$ cat src/rtl/updn_pkg.sv
// Package: shared direction encoding for the decade counter.
// Assumes: one direction bit, 0 meaning upward.
package updn_pkg;
    typedef enum logic {
        CNT_UP   = 1'b0,
        CNT_DOWN = 1'b1
    } dir_e;
endpackage

$ cat src/rtl/bcd_next.sv
// bcd_next: combinational next-state logic for one modulo-MODULUS digit.
// Assumes: load outranks recovery, recovery outranks the enable,
// and stepping applies only to legal states.
module bcd_next #(
    parameter int WIDTH   = 4,
    parameter int MODULUS = 10
) (
    input  logic [WIDTH-1:0] cur,
    input  logic             dir_down,
    input  logic             cnt_en_n,
    input  logic             ld_n,
    input  logic [WIDTH-1:0] din,
    output logic [WIDTH-1:0] nxt
);
    import updn_pkg::*;
    localparam logic [WIDTH-1:0] LAST = WIDTH'(MODULUS - 1);
    localparam logic [WIDTH-1:0] ONE  = WIDTH'(1);

    logic illegal;
    dir_e dir;

    assign illegal = (cur > LAST);
    assign dir     = dir_e'(dir_down);

    // Select the value the digit takes at the next edge.
    always_comb begin
        if (!ld_n)
            nxt = din;
        else if (illegal)
            nxt = (dir == CNT_DOWN) ? LAST : '0;
        else if (cnt_en_n)
            nxt = cur;
        else if (dir == CNT_UP)
            nxt = (cur == LAST) ? '0 : cur + ONE;
        else
            nxt = (cur == '0) ? LAST : cur - ONE;
    end
endmodule

$ cat src/rtl/term_detect.sv
// term_detect: marks the last state for the present direction and builds
// the active-low chaining pulse in the clock's low phase.
// Assumes: the ripple pulse may be combinational on clk by intent.
module term_detect #(
    parameter int WIDTH   = 4,
    parameter int MODULUS = 10
) (
    input  logic             clk,
    input  logic [WIDTH-1:0] cur,
    input  logic             dir_down,
    input  logic             cnt_en_n,
    output logic             term,
    output logic             ripple_n
);
    localparam logic [WIDTH-1:0] LAST = WIDTH'(MODULUS - 1);

    // Terminal decode depends on direction.
    always_comb begin
        term = dir_down ? (cur == '0) : (cur == LAST);
    end

    // Chaining pulse: low while clock low, enabled, and at terminal.
    always_comb begin
        ripple_n = ~(~clk & ~cnt_en_n & term);
    end
endmodule

$ cat src/rtl/updn_decade_ctr.sv
// updn_decade_ctr: synchronous up/down BCD digit with parallel load,
// terminal flag and active-low ripple output for chaining.
// Assumes: reset is synchronous and active low; all inputs settle before
// the rising edge.
module updn_decade_ctr #(
    parameter int WIDTH   = 4,
    parameter int MODULUS = 10
) (
    input  logic             clk,
    input  logic             rst_n,
    input  logic             dir_down,
    input  logic             cnt_en_n,
    input  logic             ld_n,
    input  logic [WIDTH-1:0] din,
    output logic [WIDTH-1:0] cnt,
    output logic             term,
    output logic             ripple_n
);
    localparam logic [WIDTH-1:0] LAST = WIDTH'(MODULUS - 1);
    localparam logic [WIDTH-1:0] ONE  = WIDTH'(1);

    logic [WIDTH-1:0] state_q;
    logic [WIDTH-1:0] state_d;

    bcd_next #(.WIDTH(WIDTH), .MODULUS(MODULUS)) u_next (
        .cur      (state_q),
        .dir_down (dir_down),
        .cnt_en_n (cnt_en_n),
        .ld_n     (ld_n),
        .din      (din),
        .nxt      (state_d)
    );

    term_detect #(.WIDTH(WIDTH), .MODULUS(MODULUS)) u_term (
        .clk      (clk),
        .cur      (state_q),
        .dir_down (dir_down),
        .cnt_en_n (cnt_en_n),
        .term     (term),
        .ripple_n (ripple_n)
    );

    // Digit register with synchronous active-low reset.
    always_ff @(posedge clk) begin
        if (!rst_n) state_q <= '0;
        else        state_q <= state_d;
    end

    assign cnt = state_q;


    reset_zero_chk: assert property (@(posedge clk)
        !rst_n |=> cnt == '0);


    load_take_chk: assert property (@(posedge clk) disable iff (!rst_n)
        !ld_n |=> cnt == $past(din));


    up_step_chk: assert property (@(posedge clk) disable iff (!rst_n)
        (ld_n && !cnt_en_n && !dir_down && cnt < LAST) |=> cnt == $past(cnt) + ONE);


    up_wrap_chk: assert property (@(posedge clk) disable iff (!rst_n)
        (ld_n && !cnt_en_n && !dir_down && cnt == LAST) |=> cnt == '0);


    down_step_chk: assert property (@(posedge clk) disable iff (!rst_n)
        (ld_n && !cnt_en_n && dir_down && cnt != '0 && cnt <= LAST) |=> cnt == $past(cnt) - ONE);


    down_wrap_chk: assert property (@(posedge clk) disable iff (!rst_n)
        (ld_n && !cnt_en_n && dir_down && cnt == '0) |=> cnt == LAST);


    hold_chk: assert property (@(posedge clk) disable iff (!rst_n)
        (ld_n && cnt_en_n && cnt <= LAST) |=> $stable(cnt));


    recover_chk: assert property (@(posedge clk) disable iff (!rst_n)
        (ld_n && cnt > LAST) |=> cnt <= LAST);


    always_comb begin
        ripple_term_chk: assert (ripple_n !== 1'b0 || term === 1'b1);
    end
endmodule

$ cat config.mk
export PLATFORM = sky130hd
export DESIGN_NAME = updn_decade_ctr
export DESIGN_NICKNAME = d
export VERILOG_FILES = /design/src/rtl/updn_pkg.sv /design/src/rtl/bcd_next.sv /design/src/rtl/term_detect.sv /design/src/rtl/updn_decade_ctr.sv
export SDC_FILE = /design/constraint.sdc
export NUM_CORES = 1
export LEC_CHECK = 0
export BUFFER_PORTS_ARGS = -buffer_cell sky130_fd_sc_hd__clkbuf_2
export CAP_MARGIN = 10
export CORE_AREA = 4 4 41 43
export CTS_CLUSTER_DIAMETER = 50
export CTS_CLUSTER_SIZE = 10
export DETAILED_ROUTE_END_ITERATION = 8
export DIE_AREA = 0 0 45 47
export PLACE_DENSITY_LB_ADDON = 0.12
export SLEW_MARGIN = 40
export SYNTH_ARGS = -nofsm -noshare
export SYNTH_HDL_FRONTEND = slang
export SYNTH_HIERARCHICAL = 1
export SYNTH_SLANG_ARGS = --single-unit
$ cat constraint.sdc
create_clock -name clk -period 2.3 [get_ports clk]
set_input_delay 0.115 -clock clk [delete_from_list [all_inputs] [get_ports clk]]
set_output_delay 0.115 -clock clk [all_outputs]
set_load 0.05 [all_outputs]
# --- Word-level counts from Yosys, hierarchy flattened ---
# Index checks and enable logic that the tools add are counted.
# W data, S select, Z words.
op_classes:
  n_addsub: 2
  order_cmp: 1
  n_eq_ne: 2
  mux: 8
  bitwise: 5
  reduce_logical: 1
op_table:
  columns: ["op", "n"]
  rows:
  - ["$mux W4", 7]
  - ["$add A4 B1 Y4 const B", 1]
  - ["$eq A4 B4 Y1 const B", 1]
  - ["$gt A4 B4 Y1 const B", 1]
  - ["$logic_not A4 Y1", 1]
  - ["$sub A4 B1 Y4 const B", 1]
  - ["$ne A3 B2 Y1 const B", 1]
  - ["$not A1 Y1", 3]
  - ["$and A1 B1 Y1", 2]
  - ["$mux W1", 1]
word_totals:
  ff_bits: 4
  input_bits: 9
  output_inout_bits: 6
  word_cells: 20

# --- Logic depth before layout (Yosys ltp) ---
depth:
  word_depth: 6
  mapped_depth: 6
  ltp_nobuf: 5

# --- Modules after synthesis ---
# Netlist, hierarchy kept.
modules_own_cells:
  columns: ["mod", "instances", "cells_per_inst", "area_per_inst_um2"]
  rows:
  - ["bcd_next", 1, 44, 282.8]
  - ["updn_decade_ctr", 1, 8, 105.1]
  - ["term_detect", 1, 5, 38.8]

==> flow_summary.ini <==
[finish]
area_delta_synth_final_pct = 24.9
stdcell_area_um2 = 533
largestRegisters = cnt (4)
drive_above_1_share_pct = 31.5
regMostFlops = cnt
multiInputGateArea_um2 = 303
antennaDiodeCount = 0
layout_commonest_cell = clkbuf_2
fill_cells = 147
layout_common_cells = 13 x clkbuf_2, 7 x clkbuf_4, 6 x nand2_1
largest_register_ffs = 4
nNetsFinal = 84
regArea_um2 = 80.1

[sta]
grt_setup_unrepaired = false
fin_skew_ns = 0.00475
hold_viol = 0
worst_pin_slew_ns = 0.474
setup_viol = 0
finalMaxSlewViolations = 0
slew_headroom_pct = 68.4
setup_slack_ns = 0.0395
setup-tns-final_ns = 0

[clocking]
cts_setup_buffers = 0
worst_skew_pair.late_latency_ns = 0.34
clk_pin_slew_worst_paths_ns = 0.03
cts_tree = built

[routing]
dr.pass1.iters = 4
wl_per_cell_um = 12.6
ant_nets = 0
vias_per_cell = 5.31
drtIter0Drc = 9
wirelength_um = 1110
drc = 0
num_vias = 467

[grt]
grt_overflow = 0
grt_max_degree = 17
grt_use_met1_pct = 16.4
antenna_found_initial = 0
track_usage_pct = 13.3
grt_first_pass_wirelength_um = 1930
top_usage_layer = met2
met3_usage_pct = 6.51
grt.met2_usage_pct = 17.8
grt_pass1_vias = 464

[setup_path]
worstPathMaxFanout = 2
slowest_delay_ns = 0.40
arrival_ns = 2.15
cp-end-kind = output pin
timing.critical_path.mode_cell = clkbuf_4
crit_type = clock port to output pin
start_kind = clock port
critPathSlowestCell = or4_1
worst_ep_required_time_ns = 2.18
worstPathCellList = clkbuf_4 -> clkbuf_4 -> or4_1 -> a21o_1 -> clkbuf_4

[yosys]
synth_area_um2 = 427
yosysSeqAreaShare_pct = 18.8
ys_types = 35
synth_top_area_share_pct = 18.8
synth_nets = 66
synth.largest_area_cell = dfxtp_1
yosys_warnings = 6
syn_area_per_cell_um2 = 7.49
synth-edff-count = 0
yosys_register_bits = 4
synthArstFlopShare_pct = 0
ys.flop_type = dfxtp_1
syn_inst = 57
yosys-top-cells-area = dfxtp_1 19%, and2_1 5.9%, buf_6 5.3%

[die]
pin_count = 15
start_util_pct = 32.8
die_w_um = 45
die-height_um = 47
core.rowCount = 13
core_area_mm2 = 0.00130
die_area_mm2 = 0.00212

[placed_design]
gp_congestion = 0.756
post-place-ws_ns = 0.273
dp_hpwl_um = 782
place.port_buffers = 14
placed_cell_area_um2 = 475

[pwr]
vdd_drop_max_v = 0.000351
switching_share_pct = 35.5
p_per_area_mw_per_mm2 = 687
p_switching_w = 0.000130
sequentialPowerShare_pct = 25.6
power.total_w = 0.000366
power_leakage_nw = 0.218
intPower_w = 0.000236
p_comb_share_pct = 26.3
clkPwrFrac_pct = 48.1

[status]
outcome = complete, no violations

[worst_hold_path]
hp-class = primary input to flop

[job]
drv_cap = 0
layout make-up:
class                           instances  area share (%)
Clock buffer                            7            9.86
Timing Repair Buffer                   14            14.1
Inverter                                1           0.704
Tap cell                               15            3.52
Sequential cell                         4            15.0
Multi-Input combinational cell         47            56.8
power groups by stage:
stage               registers, W   logic, W  clock network [W]
floorplan               0.000106  0.0000662          0.0000144
global placement       0.0000949  0.0000963          0.0000161
detailed placement     0.0000951  0.0000956          0.0000161
CTS                    0.0000940  0.0000973           0.000188
global route           0.0000968   0.000106           0.000200
finish                 0.0000939  0.0000963           0.000176
through the flow:
step | std cells | utilization [%] | hold slack, ns
6_report | 88 | 41.0 | 0.121
5_1_grt | 88 | 41.0 | 0.108
4_1_cts | 88 | 41.0 | 0.115
3_5_place_dp | 81 | 36.5 | 0.357
3_3_place_gp | 81 | 36.5 | 0.361
2_1_floorplan | 57 | - | 0.237
worst max-delay path: cells and delay by family:
| kind | cells | cell delay, ns |
|---|---|---|
| AOI/OAI and AO/OA | 1 | 0.16 |
| buffers and inverters | 3 | 0.43 |
| and+or+nand+nor | 1 | 0.40 |
kinds of logic (layout without fill, tap and decap cells):
| group | after synthesis | in the layout | synth area share, % |
|---|---|---|---|
| XOR/XNOR | 1 | 1 | 2.05 |
| flip-flops | 4 | 4 | 18.8 |
| AND/OR/NAND/NOR | 31 | 31 | 44.3 |
| AO/OA/AOI/OAI | 15 | 15 | 23.5 |
| buffers and inverters | 6 | 22 | 11.4 |
metal layers:
layer	vias up	part of all wire, %	routed length, um
met5	-	0	0
met4	0	0	0
met3	0	7.5	83
met2	18	46	505
met1	205	47	517
li1	244	-	-
synth_stat cells (2+ instances only):
cell type	count
a211oi_1	2
a21oi_1	4
a31oi_1	2
and2_1	4
buf_6	2
dfxtp_1	4
nand2_1	6
nand3b_1	3
nor2_1	2
nor3_1	2
o41ai_1	2
timing repair:
item,in CTS,in global routing
endpoints found under the setup margin,1,0
gates resized for setup,1,0
hold endpoints to repair,2,0
hold buffers,1,0
final timing paths:
check        startpoint       end  slack [ns]  cells after the start
max                 clk  ripple_n        0.04                      5
min reg2reg      cnt[3]    cnt[2]        0.86                      4
max reg2reg      cnt[0]    cnt[3]        0.65                      5
min              din[1]    cnt[1]        0.12                      3
Note: power is estimated with default switching activity, not from simulation.
